## config.mk

```make
export PLATFORM = sky130hd
export DESIGN_NAME = gated_rate_meter
export DESIGN_NICKNAME = d
export VERILOG_FILES = /design/src/rtl/grm_pkg.sv /design/src/rtl/grm_timebase.sv /design/src/rtl/grm_sequencer.sv /design/src/rtl/grm_bcd_digit.sv /design/src/rtl/gated_rate_meter.sv
export SDC_FILE = /design/constraint.sdc
export NUM_CORES = 1
export LEC_CHECK = 0
export BUFFER_PORTS_ARGS = -buffer_cell sky130_fd_sc_hd__buf_2
export CELL_PAD_IN_SITES_DETAIL_PLACEMENT = 1
export CELL_PAD_IN_SITES_GLOBAL_PLACEMENT = 2
export CORE_MARGIN = 2
export CORE_UTILIZATION = 38
export CTS_CLUSTER_SIZE = 10
export DETAILED_ROUTE_END_ITERATION = 8
export PLACE_DENSITY_LB_ADDON = 0.1
export SETUP_SLACK_MARGIN = 0.4
export SYNTH_ARGS = -nofsm -noshare
export SYNTH_HDL_FRONTEND = slang
export SYNTH_SLANG_ARGS = --single-unit
```

## constraint.sdc

```tcl
create_clock -name clk -period 4.3 [get_ports clk]
set_input_delay 0.43 -clock clk [delete_from_list [all_inputs] [get_ports clk]]
set_output_delay 0.43 -clock clk [all_outputs]
set_load 0.05 [all_outputs]
```

## src/rtl/grm_pkg.sv

```systemverilog
// Shared types for the gated rate meter.
// Assumes digits are plain 4-bit BCD values.
package grm_pkg;
    typedef logic [3:0] bcd_t;
    localparam bcd_t BCD_MAX = 4'd9;
endpackage

```

## src/rtl/grm_timebase.sv

```systemverilog
// Decade prescaler chain on the reference tick, plus a tap selector.
// Tap k pulses once every 10^k reference ticks. The selected tap is registered.
// Assumes ref_tick is a single-cycle pulse in the clk domain.
module grm_timebase
    import grm_pkg::*;
#(
    parameter int NUM_DECADES = 5,
    parameter int SEL_W       = 3
) (
    input  logic             clk,
    input  logic             rst_n,
    input  logic             ref_tick,
    input  logic [SEL_W-1:0] range_sel,
    output logic             sel_tick
);
    localparam int               NUM_DIV  = NUM_DECADES - 1;
    localparam logic [SEL_W-1:0] LAST_TAP = SEL_W'(NUM_DECADES - 1);

    logic [NUM_DECADES-1:0] tap;
    logic [NUM_DIV-1:0]     at_max;
    logic [SEL_W-1:0]       tap_idx;
    logic                   sel_tick_q;

    assign tap[0] = ref_tick;

    for (genvar k = 0; k < NUM_DIV; k++) begin : g_decade
        bcd_t cnt_q;

        // Divide-by-ten stage: advances when every lower stage wraps
        always_ff @(posedge clk) begin
            if (!rst_n)
                cnt_q <= '0;
            else if (tap[k])
                cnt_q <= (cnt_q == BCD_MAX) ? '0 : cnt_q + 4'd1;
        end

        assign at_max[k]  = (cnt_q == BCD_MAX);
        assign tap[k+1]   = ref_tick & (&at_max[k:0]);
    end

    // Clamp out-of-range selections to the slowest tap
    always_comb begin
        tap_idx = (range_sel > LAST_TAP) ? LAST_TAP : range_sel;
    end

    // Register the chosen tap to cut the prescaler carry path
    always_ff @(posedge clk) begin
        if (!rst_n)
            sel_tick_q <= 1'b0;
        else
            sel_tick_q <= tap[tap_idx];
    end

    assign sel_tick = sel_tick_q;
endmodule

```

## src/rtl/grm_sequencer.sv

```systemverilog
// Window sequencer made of two toggle stages.
// The sample stage halves the interval rate. The phase stage toggles as sample falls.
// Window open = sample high while phase high. The phase rise loads the result,
// and a one-cycle clear follows it. Assumes sel_tick is a single-cycle pulse.
module grm_sequencer (
    input  logic clk,
    input  logic rst_n,
    input  logic sel_tick,
    output logic sample,
    output logic phase,
    output logic clr,
    output logic load,
    output logic win_open
);
    logic sample_q;
    logic phase_q;
    logic clr_q;
    logic phase_rise;

    assign phase_rise = sel_tick & sample_q & ~phase_q;

    // Sample toggle: one interval high, one interval low
    always_ff @(posedge clk) begin
        if (!rst_n)
            sample_q <= 1'b0;
        else if (sel_tick)
            sample_q <= ~sample_q;
    end

    // Phase toggle on each falling sample edge: measure or hold
    always_ff @(posedge clk) begin
        if (!rst_n)
            phase_q <= 1'b0;
        else if (sel_tick && sample_q)
            phase_q <= ~phase_q;
    end

    // Clear pulse during the cycle after the phase rises
    always_ff @(posedge clk) begin
        if (!rst_n)
            clr_q <= 1'b0;
        else
            clr_q <= phase_rise;
    end

    assign sample   = sample_q;
    assign phase    = phase_q;
    assign clr      = clr_q;
    assign load     = phase_rise;
    assign win_open = sample_q & phase_q;
endmodule

```

## src/rtl/grm_bcd_digit.sv

```systemverilog
// One BCD decade of the edge counter. It wraps 9 -> 0 and flags when it holds 9.
// Clear has priority over increment.
module grm_bcd_digit
    import grm_pkg::*;
(
    input  logic clk,
    input  logic rst_n,
    input  logic clr,
    input  logic inc,
    output bcd_t value,
    output logic at_max
);
    bcd_t val_q;

    // Digit register with clear priority
    always_ff @(posedge clk) begin
        if (!rst_n || clr)
            val_q <= '0;
        else if (inc)
            val_q <= (val_q == BCD_MAX) ? '0 : val_q + 4'd1;
    end

    assign value  = val_q;
    assign at_max = (val_q == BCD_MAX);
endmodule

```

## src/rtl/gated_rate_meter.sv

```systemverilog
// Top of the gated rate meter. It synchronises the unknown input and detects
// its rising edges. Edges are counted into cascaded BCD digits while the
// window is open. The count and overflow are held at each load point.
// Assumes ref_tick is synchronous to clk. sig_in may be asynchronous.
module gated_rate_meter
    import grm_pkg::*;
#(
    parameter int NUM_DECADES = 5,
    parameter int NUM_DIGITS  = 3,
    parameter int SEL_W       = 3
) (
    input  logic                    clk,
    input  logic                    rst_n,
    input  logic                    ref_tick,
    input  logic                    sig_in,
    input  logic [SEL_W-1:0]        range_sel,
    output logic [4*NUM_DIGITS-1:0] bcd_out,
    output logic                    overflow
);
    localparam int CNT_W = 4 * NUM_DIGITS;

    logic                  sel_tick;
    logic                  sample_q;
    logic                  x_q;
    logic                  clr_q;
    logic                  load_pulse;
    logic                  win_open;
    logic [2:0]            sync_q;
    logic                  sig_rise;
    logic                  inc_base;
    logic [NUM_DIGITS-1:0] dig_max;
    logic [CNT_W-1:0]      count_bcd;
    logic                  ovf_acc;
    logic [CNT_W-1:0]      disp_q;
    logic                  disp_ovf_q;

    grm_timebase #(
        .NUM_DECADES(NUM_DECADES),
        .SEL_W      (SEL_W)
    ) u_timebase (
        .clk      (clk),
        .rst_n    (rst_n),
        .ref_tick (ref_tick),
        .range_sel(range_sel),
        .sel_tick (sel_tick)
    );

    grm_sequencer u_sequencer (
        .clk     (clk),
        .rst_n   (rst_n),
        .sel_tick(sel_tick),
        .sample  (sample_q),
        .phase   (x_q),
        .clr     (clr_q),
        .load    (load_pulse),
        .win_open(win_open)
    );

    // Two-stage synchroniser plus one stage for edge detection
    always_ff @(posedge clk) begin
        if (!rst_n)
            sync_q <= '0;
        else
            sync_q <= {sync_q[1:0], sig_in};
    end

    assign sig_rise = sync_q[1] & ~sync_q[2];
    assign inc_base = sig_rise & win_open;

    for (genvar i = 0; i < NUM_DIGITS; i++) begin : g_digit
        logic inc_here;
        if (i == 0) begin : g_low
            assign inc_here = inc_base;
        end else begin : g_high
            assign inc_here = inc_base & (&dig_max[i-1:0]);
        end

        grm_bcd_digit u_digit (
            .clk   (clk),
            .rst_n (rst_n),
            .clr   (clr_q),
            .inc   (inc_here),
            .value (count_bcd[4*i +: 4]),
            .at_max(dig_max[i])
        );
    end

    // Sticky overflow: set on carry out of the top digit, dropped by the clear
    always_ff @(posedge clk) begin
        if (!rst_n || clr_q)
            ovf_acc <= 1'b0;
        else if (inc_base && (&dig_max))
            ovf_acc <= 1'b1;
    end

    // Output hold: load the frozen count just before it is cleared
    always_ff @(posedge clk) begin
        if (!rst_n) begin
            disp_q     <= '0;
            disp_ovf_q <= 1'b0;
        end else if (load_pulse) begin
            disp_q     <= count_bcd;
            disp_ovf_q <= ovf_acc;
        end
    end

    assign bcd_out  = disp_q;
    assign overflow = disp_ovf_q;
endmodule

```

==> impl_metrics.csv, run 1 <==
group,metric,value,unit
status,status,"finished, final reports clean",
critical_path,worstSetupPathType,"register to register",
sta,rsz0062_at_grt,"false",
route,vias_per_cell,5.192,
placement,dpl.hpwl,3.251,mm
power,p_leak,0.8731,nW
clock_network,htree_levels,2,
job,maxCapViolations,0,
critical_path,r2r_cells,4,
synth,ys_ff_latch,49,
clock_network,cts_buffers,5,
synth,yosys_warnings,0,
critical_path,cp_slowest_cell,"and4b_1",
clock_network,hold_buffers,0,
route,wl_met2,2.229,mm
sta,worst_pin_slew,1.016,ns
synth,synth_mux_area_frac,0.01406,
synth,synth-main-ff-cell,"dfxtp_1",
finish,drive_gt1_frac,0.1316,
sta,slew_viol_final,0,
power,p_per_area,346.8,mW/mm²
synth,synth-simple-area-share,0.3204,
synth,synth-compound-area-share,0.1172,
critical_path,cp_cell_sequence,"and4b_1 -> nand4_1 -> or3_1 -> a41oi_1",
route,num_vias,1755,
route,drc,0,
sta,finClkSkew,0.007528,ns
die,io_pins,20,
route,drt_wl_total,4.735,mm
power,total_power,0.8249,mW
die,rows,27,
route,dr_wl_met3,108,µm
finish,final_common_cell,"dfxtp_1",
synth,ys_seq_area_frac,0.4593,
sta,fin_crit_sh,0.4042,
clock_network,cts.clk_slew.worst_paths,0.09,ns
critical_path,cp.arrival,1.95,ns
sta,timing.fmax,575.4,MHz
route,firstDrtPassIters,4,
synth,netlist_area,0.002136,mm²
synth,synth_top_family_by_area,"simple AND/OR/NAND/NOR gates",
global_route,antenna_found_initial,0,
placement,place_ws,2.423,ns
finish,layout_common_cells,"dfxtp_1, nand2_1, a21oi_1",
synth,syn_avg_cell_area,8.509,µm²
finish,final_cells,338,
synth,ys_async_sr_fraction,0,
die,initial_core_util,0.3903,
clock_network,cts_tree,"yes",
route,ant_nets,0,
synth,syn_nets,258,
finish,area_delta_synth_final,11.36,%
critical_path,slowest_delay,0.42,ns
sta,setup-tns-final,0,ns
finish,fin_nets,272,
route,drt_iter0_markers,42,
clock_network,cts_buffer_depth,2,
power,peakVddDrop,0.1362,mV
placement,dp.cells,330,
sta,hold_violations,0,
global_route,grt_pass1_wl,7.941,mm
clock_network,cts-root-buf,"clkbuf_8",
die,die_w,78.97,µm
clock_network,cts_resized,0,
critical_path,start_kind,"register",
placement,port_buffers,19,
synth,netlist_instances,251,
clock_network,clock_sink_count,49,
sta,slew_headroom,0.3220,
global_route,grt_usage,0.1618,
global_route,grt_pass1_vias,1698,
global_route,gr-total-overflow,0,
route,met1_length,2.316,mm
clock_network,post_cts_buffers,0,
min_path,holdPathStages,2,
sta,whs,0.3279,ns
sta,setup_violations,0,
die,die_y,78.97,µm
min_path,hold_path.class,"primary input to register",
sta,setup_slack,2.562,ns
finish,fillers,681,
synth,ys_types,40,
clock_network,insertion_delay,0.30,ns
die,core-area,0.005473,mm²
finish,insertedDiodeCount,0,
critical_path,crit_fanout,9,
sta,period_needed,1.738,ns
route,routedWlPerCell,14.01,µm
placement,place_area,0.002262,mm²
finish,post-route-util,0.4346,
critical_path,endpoint_kind,"register",
finish,fin_area,0.002379,mm²
synth,synth_enable_flop_cells,0,
die,dieArea,0.006236,mm²
synth,synth_xor_area_frac,0.04921,
placement,gp_congestion,0.7669,
synth,synthAdderAreaFrac,0,
critical_path,worstPathRequired,4.52,ns
global_route,grt_max_degree,32,
route,highest_layer,"met4",
-- synthesized netlist by cell type (2+ instances only) --
cell | number | area (µm²)
or2b_1 | 2 | 15.01
buf_2 | 2 | 10.01
nor3b_1 | 5 | 37.54
nand3b_1 | 2 | 15.01
and2_1 | 4 | 25.02
inv_1 | 7 | 26.28
a31oi_1 | 5 | 31.28
nor2_1 | 18 | 67.56
mux2i_1 | 3 | 30.03
nand3_1 | 7 | 35.03
and4bb_2 | 3 | 37.54
o21ai_0 | 7 | 35.03
nand2_1 | 41 | 153.9
or3_2 | 2 | 15.01
nor2b_1 | 11 | 68.82
and4b_1 | 2 | 20.02
dfxtp_1 | 49 | 980.9
clkbuf_1 | 8 | 30.03
nand2b_1 | 2 | 12.51
nand4_1 | 8 | 50.05
xnor2_1 | 6 | 52.55
and3_1 | 2 | 12.51
a21oi_1 | 28 | 140.1
or3_1 | 6 | 37.54
xor2_1 | 6 | 52.55
-- cells by family (layout without fill, tap and decap cells) --
family | after synthesis | in the layout
compound gates | 45 | 45
mux | 3 | 3
xor+xnor | 12 | 12
flops | 49 | 49
simple gates | 123 | 123
buf+inv | 19 | 34
-- metal layers --
layer | track usage | up-vias
met5 | 0 | -
met4 | 0.05690 | 0
met3 | 0.03750 | 7
met2 | 0.2729 | 14
met1 | 0.2021 | 843
li1 | - | 891
-- critical path: cells and delay by family (launching register included) --
family | cells | cell delay (ns)
AND/OR/NAND/NOR | 3 | 1.05
flip-flops | 1 | 0.38
AO/OA/AOI/OAI | 1 | 0.22
-- final timing paths --
kind                 startpoint                          end  slack (ns)
max          u_sequencer.sample  g_digit[1].u_digit.value[3]        2.56
max reg2reg  u_sequencer.sample  g_digit[1].u_digit.value[3]        2.56
min                      sig_in                    sync_q[0]        0.33
min reg2reg           sync_q[0]                    sync_q[1]        0.45
-- where the power goes --
part | switching [mW] | total (mW) | internal (mW)
Sequential | 0.00377 | 0.461 | 0.458
Combinational | 0.0142 | 0.0214 | 0.00722
Clock | 0.152 | 0.342 | 0.190
-- state kept, by name, summed over array words and instances, names as in the netlist --
register,flops
u_sequencer.sample,1
u_timebase.sel_tick,1
bcd_out,12
overflow,1
u_sequencer.clr,1
u_timebase.g_decade.cnt_q,16
g_digit.u_digit.value,12
u_sequencer.phase,1
sync_q,3
ovf_acc,1
-- area by class of cell --
cell class                 instances  area (µm²)  share of cell area
clock buffer                       7       86.33             0.03630
clock inverter                     1       30.03             0.01262
inverter                           7       26.28             0.01105
multi-input combinational        183        1070              0.4498
sequential                        49       980.9              0.4124
tap                               72       90.09             0.03787
timing repair buffer              19       95.09             0.03998
(Power assumes the default switching activity.)
==> run 2, diff against run 1 <==
--- a/config.mk
+++ b/config.mk
@@ -9,7 +9,7 @@
 export CELL_PAD_IN_SITES_DETAIL_PLACEMENT = 1
 export CELL_PAD_IN_SITES_GLOBAL_PLACEMENT = 2
 export CORE_MARGIN = 2
-export CORE_UTILIZATION = 38
+export CORE_UTILIZATION = 35
 export CTS_CLUSTER_SIZE = 10
 export DETAILED_ROUTE_END_ITERATION = 8
 export PLACE_DENSITY_LB_ADDON = 0.1
==> constraint.sdc (replaced) <==
create_clock -name clk -period 1.7 [get_ports clk]
set_input_delay 0.17 -clock clk [delete_from_list [all_inputs] [get_ports clk]]
set_output_delay 0.17 -clock clk [all_outputs]
set_load 0.05 [all_outputs]
==> run 2 against run 1 <==
Compared with the run above: global-route usage increased by 0.58 points; final cell count up 10%; non-clock buffer count increased by 32; worst setup slack got worse by 2.4 ns; final area rose by 15%; largest cell class unchanged; critical path type unchanged.
==> impl_metrics.csv, run 2 (same netlist as run 1, synthesis figures left out) <==
group,metric,value,unit
sta,setup-tns-final,0,ns
sta,slew_viol_final,0,
placement,port_buffers,19,
power,peakVddDrop,0.2384,mV
power,combPwrFrac,0.038,
sta,slew_headroom,0.6045,
critical_path,r2r_cells,4,
route,vias_per_cell,5.080,
route,drt_wl_total,5.294,mm
global_route,antenna_found_initial,0,
placement,dp.cells,345,
critical_path,worstSetupPathType,"register to register",
critical_path,timing.rr.start,"u_timebase.g_decade[1].cnt_q[1]",
sta,hold_violations,0,
finish,largest_register,"u_timebase.g_decade.cnt_q",
finish,drive_gt1_frac,0.3356,
global_route,grt_pass1_vias,1829,
status,status,"finished, final reports clean",
placement,dpl.hpwl,3.509,mm
placement,gp_congestion,0.7311,
critical_path,r2r_setup_slack,0.11,ns
critical_path,cp_cell_sequence,"and4bb_2 -> nand4_4 -> or4b_4 -> a31oi_1",
finish,area_delta_synth_final,27.59,%
finish,layout_common_cells,"nand2_1, dfxtp_1, buf_4",
finish,fin_nets,304,
die,rows,28,
critical_path,crit_fanout,6,
critical_path,endpoint_kind,"register",
clock_network,cts_buffers,5,
route,drt_iter0_markers,57,
route,ant_nets,0,
critical_path,cp_slowest_cell,"or4b_4",
critical_path,cp_top_family,"simple AND/OR/NAND/NOR gates",
job,maxCapViolations,0,
finish,final_common_cell,"nand2_1",
die,io_pins,20,
sta,fin_crit_sh,0.9328,
die,initial_core_util,0.3607,
critical_path,critical_path.startpoint,"u_timebase.g_decade[1].cnt_q[1]",
route,firstDrtPassIters,6,
global_route,grt_usage,0.1676,
min_path,hold_path.class,"primary input to register",
clock_network,cts_tree,"yes",
critical_path,worstPathRequired,1.92,ns
critical_path,start_kind,"register",
route,routedWlPerCell,14.19,µm
die,dieArea,0.006743,mm²
die,core-area,0.005921,mm²
power,swShare,0.2209,
route,drc,0,
die,die_w,82.12,µm
power,p_sw,0.4398,mW
clock_network,clock_sink_count,49,
sta,timing.fmax,630.6,MHz
clock_network,cts_buffer_depth,2,
global_route,gr-total-overflow,0,
clock_network,cts.clk_slew.worst_paths,0.09,ns
critical_path,worst-path-buf-inv,0,
critical_path,endpoint,"u_timebase.g_decade[3].cnt_q[3]",
power,p_per_area,730.8,mW/mm²
sta,period_needed,1.586,ns
route,num_vias,1895,
clock_network,cts-root-buf,"clkbuf_8",
critical_path,path_depth,4,
finish,fillers,705,
sta,rsz0062_at_grt,"true",
die,die_y,82.12,µm
power,p_leak,1.078,nW
critical_path,slowest_delay,0.50,ns
critical_path,worstReg2RegEnd,"u_timebase.g_decade[3].cnt_q[3]",
power,clkPwrFrac,0.381,
critical_path,cp.arrival,1.81,ns
clock_network,insertion_delay,0.30,ns
power,internal-power,1.552,mW
global_route,grt_pass1_wl,8.707,mm
finish,insertedDiodeCount,0,
finish,final_cells,373,
sta,worst_pin_slew,0.5932,ns
sta,setup_violations,0,
finish,largest_reg_flops,16,
power,seq_power_share,0.581,
global_route,grt_max_degree,16,
clock_network,htree_levels,2,
sta,finClkSkew,0.009452,ns
-- run 2: changes by cell type in the layout (fill, tap and decap cells not counted), moves of 2 or more --
cell / delta
dfxtp_2: +15
nand2_2: +2
buf_4: +29
buf_6: +3
and4b_1: -2
nor3b_2: +2
and4b_2: +2
o21ai_0: -2
a21oi_1: -2
nor3b_1: -2
dfxtp_4: +3
a21oi_2: +2
dfxtp_1: -18
nand2_1: -3
-- run 2: worst min-delay path by stage --
stage               slack, ns   start   endpoint  cells past startpoint
finish                   0.08  sig_in  sync_q[0]                      2
global route             0.09  sig_in  sync_q[0]                      2
CTS                      0.07  sig_in  sync_q[0]                      2
detailed placement       0.39  sig_in  sync_q[0]                      2
global placement         0.38  sig_in  sync_q[0]                      2
floorplan                0.29   rst_n  sync_q[0]                      1
-- run 2: stage by stage --
step                      utilization  hold WS [ns]  setup WS (ns)  area [µm²]  power [mW]
final                          0.4603       0.07734         0.1142        2725       1.991
after global routing           0.4603       0.08798        0.05005        2725       2.086
after CTS                      0.4453       0.07097         0.1696        2636       2.028
after detailed placement       0.4005        0.3860        0.03473        2371       1.262
after global placement         0.4005        0.3803        0.07688        2371       1.260
after floorplan                     -        0.2917         0.2552        2151       1.227
-- run 2: worst register-to-register path, cell delays in order (launching register included) --
cell      delay [ns]
dfxtp_2         0.36
and4bb_2        0.33
nand4_4         0.13
or4b_4          0.50
a31oi_1         0.19
-- run 2: power groups by stage --
stage | combinational, mW | sequential [mW] | clock, mW
floorplan | 0.0354 | 1.19 | 0
CTS | 0.0769 | 1.16 | 0.791
global route | 0.0858 | 1.16 | 0.841
finish | 0.0757 | 1.16 | 0.758
detailed placement | 0.0713 | 1.19 | 0
global placement | 0.0699 | 1.19 | 0
-- run 2: timing repair --
action,4_1_cts,5_1_grt
resized for setup,24,15
hold buffers,0,0
setup buffers,13,7
setup endpoints to repair,21,32
pin swaps,17,13
-- run 2: cell type report --
| cell class | instances | area (µm²) | share of cell area |
|---|---|---|---|
| Clock buffer | 7 | 96.34 | 0.03535 |
| Clock inverter | 1 | 5.005 | 0.001837 |
| Inverter | 7 | 26.28 | 0.009642 |
| Multi-Input combinational cell | 183 | 1146 | 0.4206 |
| Sequential cell | 49 | 1011 | 0.3710 |
| Tap cell | 75 | 93.84 | 0.03444 |
| Timing Repair Buffer | 51 | 346.6 | 0.1272 |
-- run 2: routing by layer --
layer / vias to the layer above / GRT usage / share of wire
met2: 17 / 0.2951 / 0.51
met4: 0 / 0.04500 / 0.013
met1: 914 / 0.2047 / 0.46
li1: 957 / - / -
met5: - / 0 / 0
met3: 7 / 0.03913 / 0.018
==> run 3, diff against run 2 <==
--- a/config.mk
+++ b/config.mk
@@ -13,6 +13,7 @@
 export CTS_CLUSTER_SIZE = 10
 export DETAILED_ROUTE_END_ITERATION = 8
 export PLACE_DENSITY_LB_ADDON = 0.1
+export RECOVER_POWER = 25
 export SETUP_SLACK_MARGIN = 0.4
 export SYNTH_ARGS = -nofsm -noshare
 export SYNTH_HDL_FRONTEND = slang
==> run 3 against run 2 <==
Compared with the run above: final cell count stayed put; combinational power is 3.6% lower; first-iteration DRC count unchanged; fmax about the same; wire length did not move; die area unchanged; critical path type unchanged; largest power group unchanged.
==> impl_metrics.csv, run 3 (same netlist as run 1, synthesis figures left out) <==
group,metric,value,unit
job,maxCapViolations,0,
clock_network,cts.clk_slew.worst_paths,0.09,ns
route,met1_length,2.424,mm
placement,gp_congestion,0.7311,
power,internal-power,1.549,mW
critical_path,worstSetupPathType,"register to register",
global_route,gr-total-overflow,0,
die,dieArea,0.006743,mm²
placement,place_area,0.002371,mm²
finish,area_delta_synth_final,26.77,%
critical_path,critical_path.startpoint,"u_timebase.g_decade[1].cnt_q[1]",
power,p_leak,1.044,nW
clock_network,cts-root-buf,"clkbuf_8",
route,drt_wl_total,5.294,mm
critical_path,timing.rr.start,"u_timebase.g_decade[1].cnt_q[1]",
die,die_y,82.12,µm
clock_network,htree_levels,2,
sta,slew_headroom,0.6011,
placement,dpl.hpwl,3.509,mm
sta,whs,0.07888,ns
finish,final_cells,373,
finish,final_common_cell,"nand2_1",
power,p_per_area,734.4,mW/mm²
route,dr_wl_met3,94,µm
critical_path,worstPathRequired,1.92,ns
clock_network,clock_sink_count,49,
finish,fin_area,0.002708,mm²
global_route,antenna_found_initial,0,
power,clkPwrFrac,0.381,
sta,setup-tns-final,0,ns
sta,timing.fmax,630.3,MHz
finish,multi_input_area,0.001146,mm²
power,total_power,1.988,mW
finish,fillers,715,
route,ant_nets,0,
route,drc,0,
power,p_sw,0.4398,mW
critical_path,endpoint,"u_timebase.g_decade[3].cnt_q[3]",
finish,post-route-util,0.4573,
critical_path,cp.arrival,1.81,ns
route,highest_layer,"met4",
placement,place_ws,0.03473,ns
route,drt_iter0_markers,57,
critical_path,start_kind,"register",
critical_path,r2r_cells,4,
finish,layout_common_cells,"nand2_1, dfxtp_1, buf_4",
critical_path,endpoint_kind,"register",
route,wl_met2,2.704,mm
finish,fin_nets,304,
critical_path,r2r_setup_slack,0.11,ns
die,rows,28,
sta,fin_crit_sh,0.9332,
die,initial_core_util,0.3607,
sta,setup_violations,0,
power,combPwrFrac,0.037,
route,firstDrtPassIters,6,
sta,hold_violations,0,
power,swShare,0.2212,
die,die_w,82.12,µm
global_route,grt_pass1_vias,1829,
placement,dp.cells,345,
sta,finClkSkew,0.009468,ns
finish,seqCellArea,0.001008,mm²
clock_network,insertion_delay,0.30,ns
min_path,hold_path.class,"primary input to register",
sta,slew_viol_final,0,
die,core-area,0.005921,mm²
clock_network,cts_buffers,5,
finish,insertedDiodeCount,0,
route,num_vias,1899,
global_route,grt_max_degree,16,
critical_path,crit_fanout,6,
status,status,"finished, final reports clean",
power,peakVddDrop,0.2384,mV
sta,worst_pin_slew,0.6009,ns
sta,setup_slack,0.1136,ns
route,vias_per_cell,5.091,
finish,drive_gt1_frac,0.3020,
sta,period_needed,1.586,ns
clock_network,cts_buffer_depth,2,
route,routedWlPerCell,14.19,µm
placement,port_buffers,19,
clock_network,cts_tree,"yes",
die,io_pins,20,
global_route,grt_usage,0.1676,
sta,rsz0062_at_grt,"true",
critical_path,worstReg2RegEnd,"u_timebase.g_decade[3].cnt_q[3]",
power,seq_power_share,0.582,
global_route,grt_pass1_wl,8.707,mm
finish,largest_register,"u_timebase.g_decade.cnt_q",
finish,largest_reg_flops,16,
-- run 3: cell count changes in the layout (fill, tap and decap cells not counted) --
| cell | change |
|---|---|
| buf_2 | -6 |
| buf_4 | -2 |
| clkbuf_1 | +8 |
| dfxtp_1 | +2 |
| dfxtp_2 | -2 |
-- run 3: worst min-delay path by stage --
stage          cells after the start        end  slack [ns]  startpoint
2_1_floorplan                      1  sync_q[0]        0.29       rst_n
3_3_place_gp                       2  sync_q[0]        0.38      sig_in
3_5_place_dp                       2  sync_q[0]        0.39      sig_in
4_1_cts                            2  sync_q[0]        0.07      sig_in
5_1_grt                            2  sync_q[0]        0.09      sig_in
6_report                           2  sync_q[0]        0.08      sig_in
-- run 3: timing repair --
action                     4_1_cts  5_1_grt
buffers inserted                13        7
hold buffers                     0        0
resized for setup               24       15
pin swaps                       17       13
setup endpoints to repair       21       32
-- run 3: power groups by stage --
| stage | Sequential, mW | Clock (mW) | Combinational (mW) |
|---|---|---|---|
| finish | 1.16 | 0.758 | 0.0730 |
| global placement | 1.19 | 0 | 0.0699 |
| global route | 1.16 | 0.841 | 0.0830 |
| floorplan | 1.19 | 0 | 0.0354 |
| detailed placement | 1.19 | 0 | 0.0713 |
| CTS | 1.16 | 0.791 | 0.0769 |
-- run 3: area by class of cell --
type                            count  share of cell area
Multi-Input combinational cell    183              0.4233
Sequential cell                    49              0.3725
Tap cell                           75             0.03466
Timing Repair Buffer               51              0.1225
Clock buffer                        7             0.03558
Inverter                            7            0.009704
Clock inverter                      1            0.001848
-- run 3: per-layer routing --
metal  GRT usage  vias up
met5           0        -
met4     0.04500        0
met3     0.03913        7
met2      0.2951       17
met1      0.2047      917
li1            -      958
-- run 3: critical path: stages, from the launching register on --
cell	delay, ns
dfxtp_2	0.36
and4bb_2	0.33
nand4_4	0.13
or4b_4	0.50
a31oi_1	0.19
